**config.mk**
```make
export PLATFORM = sky130hd
export DESIGN_NAME = wg_dispatch_sched
export DESIGN_NICKNAME = d
export VERILOG_FILES = /design/src/rtl/wg_sched_pkg.sv /design/src/rtl/wg_grid_calc.sv /design/src/rtl/wg_id_stepper.sv /design/src/rtl/wg_kernel_queue.sv /design/src/rtl/wg_dispatch_sched.sv
export SDC_FILE = /design/constraint.sdc
export NUM_CORES = 1
export LEC_CHECK = 0
export ABC_AREA = 1
export BUFFER_PORTS_ARGS = -buffer_cell sky130_fd_sc_hd__buf_2
export CAP_MARGIN = 20
export CORE_UTILIZATION = 70
export CTS_BUF_LIST = sky130_fd_sc_hd__clkbuf_8
export DETAILED_ROUTE_END_ITERATION = 10
export PLACE_DENSITY = 0.95
export SYNTH_ARGS = -nofsm -noshare
export SYNTH_HDL_FRONTEND = slang
export SYNTH_SLANG_ARGS = --single-unit
```
**constraint.sdc**
```tcl
create_clock -name clk -period 75.7 [get_ports clk]
set_clock_uncertainty 0.15 [all_clocks]
set_input_delay 15.14 -clock clk [delete_from_list [all_inputs] [get_ports clk]]
set_output_delay 15.14 -clock clk [all_outputs]
set_load 0.05 [all_outputs]
```
**src/rtl/wg_sched_pkg.sv**
```systemverilog
package wg_sched_pkg;
  typedef enum logic [1:0] {
    ACT_NONE   = 2'd0,
    ACT_ISSUE  = 2'd1,
    ACT_REFUSE = 2'd2,
    ACT_DROP   = 2'd3
  } sched_act_e;
endpackage

```
**src/rtl/wg_grid_calc.sv**
```systemverilog
module wg_grid_calc #(
  parameter int SIZE_W = 8,
  localparam int GID_W = 3 * SIZE_W
) (
  input  logic [2:0][SIZE_W-1:0] glob,
  input  logic [2:0][SIZE_W-1:0] lsz,
  output logic [2:0][SIZE_W-1:0] cnt,
  output logic [GID_W-1:0]       total
);
  for (genvar d = 0; d < 3; d++) begin : g_dim
    logic [SIZE_W:0] l_eff;
    logic [SIZE_W:0] num;
    // zero-sized workgroup dimension behaves as size one
    assign l_eff  = (lsz[d] == '0) ? (SIZE_W+1)'(1) : {1'b0, lsz[d]};
    assign num    = {1'b0, glob[d]} + l_eff - (SIZE_W+1)'(1);
    assign cnt[d] = SIZE_W'(num / l_eff);
  end

  assign total = GID_W'(cnt[0]) * GID_W'(cnt[1]) * GID_W'(cnt[2]);
endmodule

```
**src/rtl/wg_id_stepper.sv**
```systemverilog
module wg_id_stepper #(
  parameter int SIZE_W = 8,
  localparam int GID_W = 3 * SIZE_W
) (
  input  logic [2:0][SIZE_W-1:0] id,
  input  logic [2:0][SIZE_W-1:0] n,
  input  logic [GID_W-1:0]       gid,
  output logic [2:0][SIZE_W-1:0] nid,
  output logic [GID_W-1:0]       ngid,
  output logic                   last
);
  logic [3:0] carry;
  logic [2:0] at_end;

  assign carry[0] = 1'b1;
  for (genvar d = 0; d < 3; d++) begin : g_dim
    assign at_end[d]  = (id[d] == n[d] - SIZE_W'(1));
    assign carry[d+1] = carry[d] & at_end[d];
    assign nid[d]     = !carry[d] ? id[d] :
                        (at_end[d] ? '0 : id[d] + SIZE_W'(1));
  end

  assign last = carry[3];
  assign ngid = gid + GID_W'(1);
endmodule

```
**src/rtl/wg_kernel_queue.sv**
```systemverilog
module wg_kernel_queue #(
  parameter int DEPTH = 4,
  parameter int ID_W  = 2,
  localparam int CNT_W = $clog2(DEPTH + 1),
  localparam int IDX_W = $clog2(DEPTH)
) (
  input  logic             clk,
  input  logic             rst,
  input  logic             pop,
  input  logic             rot,
  input  logic             push,
  input  logic [ID_W-1:0]  push_id,
  output logic [ID_W-1:0]  head,
  output logic [CNT_W-1:0] count
);
  logic [ID_W-1:0]  slot_q [DEPTH];
  logic [ID_W-1:0]  slot_d [DEPTH];
  logic [CNT_W-1:0] cnt_q, cnt_d;

  always_comb begin
    for (int i = 0; i < DEPTH; i++) slot_d[i] = slot_q[i];
    cnt_d = cnt_q;
    if (pop || rot) begin
      for (int i = 0; i < DEPTH - 1; i++) slot_d[i] = slot_q[i+1];
      if (pop) cnt_d = cnt_q - CNT_W'(1);
      else     slot_d[IDX_W'(cnt_q - CNT_W'(1))] = slot_q[0];
    end
    if (push) begin
      slot_d[IDX_W'(cnt_d)] = push_id;
      cnt_d = cnt_d + CNT_W'(1);
    end
  end

  always_ff @(posedge clk) begin
    if (rst) cnt_q <= '0;
    else     cnt_q <= cnt_d;
  end

  always_ff @(posedge clk) begin
    for (int i = 0; i < DEPTH; i++) slot_q[i] <= slot_d[i];
  end

  assign head  = slot_q[0];
  assign count = cnt_q;

  AST_Q_NEVER_OVER: assert property (@(posedge clk) disable iff (rst)
    cnt_q <= CNT_W'(DEPTH));
  AST_Q_ROT_KEEPS_LEN: assert property (@(posedge clk) disable iff (rst)
    (rot && !push) |=> (cnt_q == $past(cnt_q)));
endmodule

```
**src/rtl/wg_dispatch_sched.sv**
```systemverilog
module wg_dispatch_sched
  import wg_sched_pkg::*;
#(
  parameter int NUM_KERNELS = 4,
  parameter int SIZE_W = 8,
  localparam int KID_W = $clog2(NUM_KERNELS),
  localparam int GID_W = 3 * SIZE_W,
  localparam int CNT_W = $clog2(NUM_KERNELS + 1)
) (
  input  logic               clk,
  input  logic               rst,
  input  logic               launch_valid,
  input  logic [KID_W-1:0]   launch_kid,
  input  logic [GID_W-1:0]   launch_global,
  input  logic [GID_W-1:0]   launch_local,
  input  logic               wg_done,
  input  logic               wg_accept,
  output logic               wg_valid,
  output logic [KID_W-1:0]   wg_kid,
  output logic [SIZE_W-1:0]  wg_x,
  output logic [SIZE_W-1:0]  wg_y,
  output logic [SIZE_W-1:0]  wg_z,
  output logic [GID_W-1:0]   wg_gid,
  output logic               busy,
  output logic [CNT_W-1:0]   pending_kernels
);
  // per-kernel grid state
  logic [2:0][SIZE_W-1:0] nwg_q   [NUM_KERNELS];
  logic [2:0][SIZE_W-1:0] id_q    [NUM_KERNELS];
  logic [GID_W-1:0]       gid_q   [NUM_KERNELS];
  logic [GID_W-1:0]       total_q [NUM_KERNELS];
  logic [NUM_KERNELS-1:0] rem_q;

  // pass control
  logic             active_q, pend_q;
  logic [CNT_W-1:0] fail_q;

  logic [2:0][SIZE_W-1:0] new_n, step_id;
  logic [GID_W-1:0]       new_total, step_gid;
  logic                   step_last;
  logic [KID_W-1:0]       head;
  logic [CNT_W-1:0]       q_cnt;
  logic                   pass_end, launch_ok, ev, start;
  sched_act_e             act;

  wg_grid_calc #(.SIZE_W(SIZE_W)) u_grid (
    .glob (launch_global),
    .lsz  (launch_local),
    .cnt  (new_n),
    .total(new_total)
  );

  wg_id_stepper #(.SIZE_W(SIZE_W)) u_step (
    .id  (id_q[head]),
    .n   (nwg_q[head]),
    .gid (gid_q[head]),
    .nid (step_id),
    .ngid(step_gid),
    .last(step_last)
  );

  wg_kernel_queue #(.DEPTH(NUM_KERNELS), .ID_W(KID_W)) u_queue (
    .clk    (clk),
    .rst    (rst),
    .pop    ((act == ACT_ISSUE && step_last) || act == ACT_DROP),
    .rot    (act == ACT_REFUSE),
    .push   (launch_ok),
    .push_id(launch_kid),
    .head   (head),
    .count  (q_cnt)
  );

  assign pass_end  = active_q && (q_cnt <= fail_q);
  assign launch_ok = launch_valid && (q_cnt != CNT_W'(NUM_KERNELS));
  assign ev        = launch_ok || wg_done;
  assign start     = (!active_q || pass_end) && (ev || pend_q);

  always_comb begin
    act = ACT_NONE;
    if (active_q && !pass_end) begin
      if (!rem_q[head])   act = ACT_DROP;
      else if (wg_accept) act = ACT_ISSUE;
      else                act = ACT_REFUSE;
    end
  end

  always_ff @(posedge clk) begin
    if (rst) begin
      active_q <= 1'b0;
      pend_q   <= 1'b0;
      fail_q   <= '0;
      rem_q    <= '0;
    end else begin
      if (start) begin
        active_q <= 1'b1;
        pend_q   <= 1'b0;
        fail_q   <= '0;
      end else if (pass_end) begin
        active_q <= 1'b0;
      end else begin
        if (act == ACT_REFUSE) fail_q <= fail_q + CNT_W'(1);
        if (ev && active_q)    pend_q <= 1'b1;
      end
      if (act == ACT_ISSUE && step_last) rem_q[head] <= 1'b0;
      if (launch_ok) rem_q[launch_kid] <= (new_total != '0);
    end
  end

  always_ff @(posedge clk) begin
    if (act == ACT_ISSUE) begin
      id_q[head]  <= step_id;
      gid_q[head] <= step_gid;
    end
    if (launch_ok) begin
      nwg_q[launch_kid]   <= new_n;
      id_q[launch_kid]    <= '0;
      gid_q[launch_kid]   <= '0;
      total_q[launch_kid] <= new_total;
    end
  end

  assign wg_valid        = active_q && !pass_end && rem_q[head];
  assign wg_kid          = head;
  assign wg_x            = id_q[head][0];
  assign wg_y            = id_q[head][1];
  assign wg_z            = id_q[head][2];
  assign wg_gid          = gid_q[head];
  assign busy            = active_q;
  assign pending_kernels = q_cnt;

  AST_LAST_GID_IS_TOTAL: assert property (@(posedge clk) disable iff (rst)
    (act == ACT_ISSUE && step_last) |-> (wg_gid == total_q[head] - GID_W'(1)));
  AST_X_STEPS_FIRST: assert property (@(posedge clk) disable iff (rst)
    (act == ACT_ISSUE && !step_last && !launch_valid && (wg_x != nwg_q[head][0] - SIZE_W'(1)))
    |=> (wg_valid && wg_x == $past(wg_x) + SIZE_W'(1) && wg_y == $past(wg_y) && wg_z == $past(wg_z)));
  AST_FAIL_WITHIN_LEN: assert property (@(posedge clk) disable iff (rst)
    active_q |-> (fail_q <= q_cnt));
  AST_REFUSE_HOLDS_ID: assert property (@(posedge clk) disable iff (rst)
    (act == ACT_REFUSE && !launch_valid) |=> (gid_q[$past(head)] == $past(wg_gid)));
endmodule

```
; ---- Word level (Yosys, flattened, before mapping)
; Memory sizes are Yosys's and may differ from the RTL's.
; Cells that the tools add are included.
[word_totals]
memories = 4
out_inout_bits = 55
mem_bits_rw = 296
register_bits = 12
[mem_list]
columns = memory, depth, width, read_ports, rd_ports_with_merged_regs, wr, line
row1 = gid_q, 4, 24, 1, 0, 2, wg_dispatch_sched.sv:30  ; logic [GID_W-1:0] gid_q [NUM_KERNELS];
row2 = id_q, 4, 24, 1, 0, 2, wg_dispatch_sched.sv:29  ; logic [2:0][SIZE_W-1:0] id_q [NUM_KERNELS];
row3 = nwg_q, 4, 24, 1, 0, 1, wg_dispatch_sched.sv:28  ; logic [2:0][SIZE_W-1:0] nwg_q [NUM_KERNELS];
row4 = u_queue.slot_q, 4, 2, 4, 0, 4, wg_kernel_queue.sv:16  ; logic [ID_W-1:0] slot_q [DEPTH];
[classes]
order_cmp = 9
multipliers = 2
n_div = 3
n_bitwise = 7
muxes = 39
reduce_logical = 26
addsub = 16
n_eq_ne = 7
[ops]
columns = operator, count
row1 = 8-bit two-way mux, 11
row2 = 8-bit by 9-bit adder with 9-bit output, 3
row3 = 9-bit by 9-bit divider with 9-bit output, 3
row4 = 9-bit by 1-bit subtractor with 9-bit output (second input constant), 3
row5 = 24-bit by 1-bit adder with 24-bit output (second input constant), 1
row6 = 8-bit by 1-bit adder with 8-bit output (second input constant), 3
row7 = 8-bit equality test, 3
row8 = 8-bit zero test, 3
row9 = 16-bit by 8-bit multiplier with 24-bit output, 1
row10 = 24-bit nonzero test, 1
row11 = 8-bit by 1-bit subtractor with 8-bit output (second input constant), 3
row12 = 8-bit bitwise mux, 2
row13 = 8-bit by 8-bit multiplier with 16-bit output, 1
row14 = 4-bit two-way mux, 3
row15 = 1-bit logical AND, 11
row16 = 2-bit two-way mux, 5
row17 = 1-bit two-way mux, 9
row18 = 3-bit two-way mux, 3
row19 = 2-bit demux with 2-bit select, 2
row20 = 3-bit by 1-bit adder with 3-bit output (second input constant), 2
row21 = 3-bit >= comparator (second input constant), 2
row22 = 2-bit by 3-bit less-than comparator with 1-bit output (second input constant), 2
row23 = 3-bit by 1-bit less-than comparator with 1-bit output (second input constant), 2
row24 = 2-bit inverter with 3-bit output, 2
row25 = other kinds (18), 28

; ---- Logic depth before layout (Yosys ltp)
; Gate-level depths: netlist (run 1).
[logic_depth]
ltp_word = 17
depth_mapped = 151
mapped_depth_nobuf = 149

; ---- Cells and area by module
; From an unflattened synthesis (run 1), not the netlist that was laid out.
[unflattened]
hier_cells = 3850
hier_area_um2 = 27975.6
[by_module_without_submodules]
columns = module, seq_area_each_um2, instances, cells_per_inst, area_each_um2
row1 = wg_grid_calc, 0.0, 1, 1964, 13142.6
row2 = wg_dispatch_sched, 6906.6, 1, 1325, 11837.6
row3 = wg_id_stepper, 0.0, 1, 449, 2277.2
row4 = wg_kernel_queue, 220.2, 1, 112, 718.2

; ---- Least setup slack after synthesis (run 1)
; No wires, ideal clock.
[synth_path]
kind = input port to flip-flop
from = input port launch_local[1]
to = register rem_q[1]
setup_ps = 116
t_required_ps = 75434
slack_ps = 40234
n_path_buf = 2
path_stages = 135
arrival_ps = 35200
cell_sequence = inv_1 nand3_1 nor2_1 nor2_1 ha_1 inv_1 ha_1 nand2_1 nand2_1 nand3_1 nand3_1 and2_1 ha_1 o21ai_0 nand3_1 nand2_1 ha_1 and3_1 [99 not listed] fa_1 fa_1 fa_1 inv_1 ha_1 a21oi_1 o21ai_0 o21bai_1 a21boi_0 nor2_1 nor2_1 nand3b_1 nor2_1 nand4_1 nor2_1 nand2_1 o21ai_0 inv_1
[synth_rtl]
columns = element, line
row1 = start: declaration, wg_dispatch_sched.sv:15  ; input logic [GID_W-1:0] launch_local,
row2 = end signal: indexed assignment, wg_dispatch_sched.sv:105  ; if (launch_ok) rem_q[launch_kid] <= (new_total != '0);
row3 = end: declaration, wg_dispatch_sched.sv:32  ; logic [NUM_KERNELS-1:0] rem_q;

==> results of run 1 <==
Yosys cell counts, types with 5 or more instances:
cell type,n,area [um^2]
inv_1,753,2830
nand2_1,598,2240
nor2_1,334,1250
o21ai_0,298,1490
ha_1,282,3530
a21oi_1,270,1350
dfxtp_1,212,4240
fa_1,123,2460
xor2_1,123,1080
nand3_1,119,596
edfxtp_1,96,2880
clkbuf_1,82,308
a22oi_1,53,398
xnor2_1,46,403
nand4_1,36,225
or2_2,23,144
nor3_1,21,105
nand3b_1,19,143
o22ai_1,18,113
and2_1,16,100
buf_6,16,180
o21a_1,15,113
o21bai_1,14,105
o31ai_1,13,97.6
inv_2,12,45.0
nand2_2,12,75.1
o211ai_1,11,82.6
a21o_1,10,75.1
nor4_1,10,62.6
o21ai_1,10,50.1
o221ai_2,10,150
clkinv_1,9,33.8
a22oi_2,8,100
nor2_2,8,50.1
buf_4,7,52.6
buf_2,6,30.0
nor2_4,6,67.6
a31oi_1,5,31.3
nand3_2,5,50.1
critical path, delay by kind of cell:
family / cells / cell delay, ns
simple gates: 58 / 7.62
xor+xnor: 1 / 0.46
compound gates: 32 / 7.25
fa+ha+maj: 21 / 7.60
buf+inv: 22 / 3.43
placed cells by master (no fill, tap or decap), types with 16 or more instances in the layout:
master      n
a22oi_1    53
nand3b_1   19
nor3_1     17
o22ai_1    18
nand3_1   119
nand2_1   598
buf_2     109
a21oi_1   270
xor2_1    123
o21ai_0   298
or2_2      23
nor2_1    332
and2_1     16
edfxtp_1   96
ha_1      282
inv_1     764
nand4_1    36
clkbuf_8   57
xnor2_1    46
fa_1      123
dfxtp_1   212
buf_4      24
path summary, 6_finish.rpt:
path / cells after the start / end / start / slack, ns
max: 134 / rem_q[1] / launch_local[5] / 34.43
min: 2 / fail_q[1] / fail_q[1] / 0.35
max reg2reg: 25 / u_queue.count[2] / u_queue.slot_q[0][0] / 69.98
min reg2reg: 2 / fail_q[1] / fail_q[1] / 0.35
metal layers:
layer | vias to the layer above | global-route usage, % | routed length [um]
li1 | 12300 | - | -
met3 | 427 | 5.83 | 8300
met2 | 1714 | 64.1 | 36500
met1 | 12100 | 44.3 | 28000
met4 | 0 | 23.0 | 4650
met5 | - | 0 | 0
flip-flops by register name, indices dropped and copies added (netlist names):
signal          flops
rem_q               4
gid_q              96
u_queue.count       3
pend_q              1
busy                1
u_queue.slot_q      8
fail_q              3
id_q               96
nwg_q              96
stage by stage:
step	cells	hold slack (ns)	util [%]	area, um^2
after CTS	4417	0.347	75.6	30000
after floorplan	3785	0.301	-	28200
after global placement	4328	0.320	73.0	29000
after global routing	4417	0.386	75.6	30000
after detailed placement	4329	0.334	73.1	29000
final	4417	0.347	75.6	30000
power by group through the flow:
stage / clock, mW / combinational, mW / sequential (mW)
after CTS: 0.144 / 0.705 / 0.216
after global placement: 0 / 0.659 / 0.218
final: 0.146 / 0.723 / 0.217
after floorplan: 0 / 0.532 / 0.221
after global routing: 0.152 / 0.796 / 0.219
after detailed placement: 0 / 0.691 / 0.219
cell type report:
class                           instances  share of cell area (%)
Clock buffer                           57                    2.61
Sequential cell                       308                    23.7
Tap cell                              525                    2.19
Timing Repair Buffer                  134                    2.45
Multi-Input combinational cell       2584                    58.6
Clock inverter                         31                   0.684
Inverter                              778                    9.76
cells by family after synthesis:
| group | after synthesis | synth area share (%) |
|---|---|---|
| compound gates | 776 | 16.4 |
| xor+xnor | 170 | 5.30 |
| fa+ha+maj | 405 | 21.2 |
| buf+inv | 893 | 12.5 |
| flops | 308 | 25.3 |
| mux | 5 | 0.195 |
| simple gates | 1228 | 19.1 |
==> metrics.txt, run 1 <==
Slew headroom=19.4%; Routed WL=just under 80000 um; internal power=between 0.5 and 0.6 mW; crit path time final=between 40 and 50 ns; CP Max Fanout=14; post-synthesis cell type count=between 70 and 80; DRT Pass-1 Iters=6; Max Freq=24.2 MHz; number of max-cap violations=0; initial drt markers=~2800; routability cong.=about 0.95; Yosys reg bits=308; row cnt=73; CTS tree=done; vias in the first global route=26700; root buffer cell=clkbuf_8; final hold vios=0; TritonCTS Sinks=approximately 310; Buffers on Ports=roughly 110; routed vias=~27000; HP Class=flop to flop; setup TNS=0 ns; Psw=between 0.5 and 0.6 mW; Clk pwr share=between 10% and 20%; FF/Latch Area=0.00713 mm^2; largest net degree at the start of global routing=59; area of the multi-input gates=approximately 0.018 mm^2; ant diodes=0; Die Y-Extent=between 200 and 250 um; pre-CTS setup slack=between 30 and 40 ns; proportion of layout cells with a drive suffix above 1=8.63%; core area=just under 0.04 mm^2; die area=just over 0.04 mm^2; top_reg_cell synth=dfxtp_1; Synthesized Nets=4245; Sw Ratio=a little over half; Post-CTS Setup Repair Bufs=0; initial antenna violation count=0; Fillers=approximately 2700; Avg Cell Area, Syn=~7.5 um^2; Pins Over Slew Limit=0; startpoint types=input pin; Die X=203 um; Power Density=roughly 36 mW/mm^2; Worst path max stage delay=0.92 ns; deepest level of the CTS H-tree=2; Ports=110; Worst EP arrival=approximately 42 ns; cell area after synthesis=between 0.02 and 0.03 mm^2; Starting Density=71.0%; Worst Max-Slew Pin Slew=1.21 ns; Most Frequent Cell on Critical Path=nand2_1; synth-to-layout area growth=6.42%; Worst IR Drop VDD=about 0.000022 V; Flop pwr share=approximately a fifth; Slowest-stage cell, CP=a21oi_1; Post-synth EDFFs=96; CP required=76.01 ns; Syn. warnings=0; vias per inst=roughly 6; Setup CP Type=input pin to flop; Hold-fix buffers, CTS=0; GRT overflow=0; CP endpoint kind=flop; CTS Buffer Depth=3; register area share after synthesis=25.3%; hpwl dp=about 52000 um; Cells after Synth=between 3000 and 4000; cts bufs inserted=48; Power Total=~1.1 mW; leakage=approximately 16 nW; wire per inst=roughly 18 um; gr usage total=37.5%; post-cts resize count=0; Final period util=54.5%; worst setup slack after layout=34.43 ns; first-pass GRT wire length=126000 um; Logic pwr share=66.6%; Remaining DRCs=0; final setup violation count=0; clk_lat worst skew=0.61 ns; Final nets=around 4300; Final ANT Viol Nets=0; RSZ-0062 raised after global routing=false; status=completed; Worst-path clk slew=approximately 0.07 ns; asr flop ratio synth=0%
Power figures use the tool's default switching activity.
==> inputs of run 2 (changes only) <==
--- a/config.mk
+++ b/config.mk
@@ -8,7 +8,7 @@
 export ABC_AREA = 1
 export BUFFER_PORTS_ARGS = -buffer_cell sky130_fd_sc_hd__buf_2
 export CAP_MARGIN = 20
-export CORE_UTILIZATION = 70
+export CORE_UTILIZATION = 65
 export CTS_BUF_LIST = sky130_fd_sc_hd__clkbuf_8
 export DETAILED_ROUTE_END_ITERATION = 10
 export PLACE_DENSITY = 0.95
==> constraint.sdc (replaced) <==
create_clock -name clk -period 40.6 [get_ports clk]
set_clock_uncertainty 0.15 [all_clocks]
set_input_delay 8.12 -clock clk [delete_from_list [all_inputs] [get_ports clk]]
set_output_delay 8.12 -clock clk [all_outputs]
set_load 0.05 [all_outputs]
==> run 2 against run 1 <==
Final area is 0.18% lower. Register-to-register slack worse by 35 ns. Cell count is 1.1% higher.
==> metrics.txt, run 2 (synthesized netlist as in run 1, its figures left out) <==
number of max-cap violations=0; die area=between 0.04 and 0.05 mm^2; Power Density=65.9 mW/mm^2; clk_lat worst skew=roughly 0.6 ns; beginning of the worst hold path=u_queue.slot_q[1][0]; leakage=between 15 and 20 nW; status=completed; gr usage total=33.4%; proportion of layout cells with a drive suffix above 1=roughly 8.3%; CP Max Fanout=17; Max Freq=a little under 30 MHz; Remaining DRCs=0; Ports=110; TritonCTS Sinks=308; routability cong.=slightly above 0.9; commonest non-fill, non-tap cell in the layout=inv_1; Setup CP Type=input pin to flop; vias per inst=5.85; DRT Pass-1 Iters=7; wire per inst=16.6 um; Hold Worst Slack=~0.35 ns; Worst Max-Slew Pin Slew=1.04 ns; Die Y-Extent=about 210 um; Power Total=slightly below 2 mW; Buffers on Ports=about 110; core area=approximately 0.042 mm^2; DP Area=0.0291 mm^2; initial drt markers=~2800; Post-CTS Setup Repair Bufs=0; initial antenna violation count=0; cts bufs inserted=48; deepest level of the CTS H-tree=2; Regs by FF count=gid_q (96), id_q (96), nwg_q (96); HP Class=flop to flop; largest net degree at the start of global routing=59; Worst EP arrival=34.53 ns; Worst IR Drop VDD=0.0000684 V; Die X=roughly 210 um; most frequent cells in the layout=inv_1, nand2_1, nor2_1; CP endpoint kind=flop; Routed WL=about 74000 um; Final period util=84.2%; hpwl dp=~52000 um; Slowest-stage cell, CP=a21oi_1; vias in the first global route=approximately 25000; reg-to-reg startpoint=u_queue.slot_q[0][1]; CP required=40.93 ns; routed vias=~26000; root buffer cell=clkbuf_8; final hold vios=0; row cnt=75; Worst path max stage delay=0.81 ns; ant diodes=0; GRT overflow=0; startpoint types=input pin; setup TNS=0 ns; first-pass GRT wire length=121000 um; CTS tree=done; Starting Density=roughly two thirds; post-layout instance area=between 0.02 and 0.03 mm^2; Final ANT Viol Nets=0; post-cts resize count=0; origin of the worst setup path=launch_local[2]; Worst-path clk slew=0.06 ns; RSZ-0062 raised after global routing=false; crit path time final=about 34 ns; Pins Over Slew Limit=0; Hold-fix buffers, CTS=0; synth-to-layout area growth=6.23%; CTS Buffer Depth=3; Most Frequent Cell on Critical Path=nand2_1; Slew headroom=approximately 31%; Final nets=approximately 4300; final setup violation count=0
run 2: changes by cell type in the layout (fill, tap and decap cells not counted), sizes merged:
cell / previous run / this run
inv: 780 / 790
clkbuf: 57 / 53
clkinv: 25 / 20
clkinvlp: 2 / 1
bufinv: 2 / 0
run 2: critical path: cells and delay by family:
kind,cells,cell delay [ns]
compound gates,33,7.01
xor+xnor,2,0.63
fa+ha+maj,21,7.61
buf+inv,23,3.25
simple gates,60,7.88
run 2: final timing paths:
kind	to	slack, ns	cells after the start
min	u_queue.slot_q[0][0]	0.35	2
max	rem_q[3]	6.40	139
max reg2reg	u_queue.count[2]	34.91	21
min reg2reg	u_queue.slot_q[0][0]	0.35	2
run 2: report_power, final:
group	internal (mW)	total (mW)	leakage [nW]	switching, mW
sequential	0.381	0.404	2.62	0.0224
combinational	0.433	1.33	12.3	0.896
clock	0.120	0.243	0.520	0.123
total	0.934	1.98	15.5	1.04
run 2: metal layers:
layer	vias up	share of wire [%]	global-route usage, %
met5	-	0	0
met4	0	5.1	17.5
met1	12000	38	39.8
met3	349	9.9	5.71
met2	1511	47	57.6
li1	12300	-	-
run 2: area by class of cell:
cell class | count | area (um^2)
multi-input cells | 2584 | 17600
fillers | 3070 | 12400
flip-flops and latches | 308 | 7130
inverters | 778 | 2930
repair buffers | 134 | 733
clock buffers | 53 | 729
well taps | 577 | 722
clock inverters | 33 | 145
run 2: per-stage QoR:
step | utilization [%] | instances | worst slack (ns)
2_1_floorplan | - | 3785 | 12.15
3_3_place_gp | 68.6 | 4381 | 8.08
3_5_place_dp | 68.6 | 4381 | 6.63
4_1_cts | 70.7 | 4467 | 6.99
5_1_grt | 70.7 | 4467 | 4.19
6_report | 70.7 | 4467 | 6.40
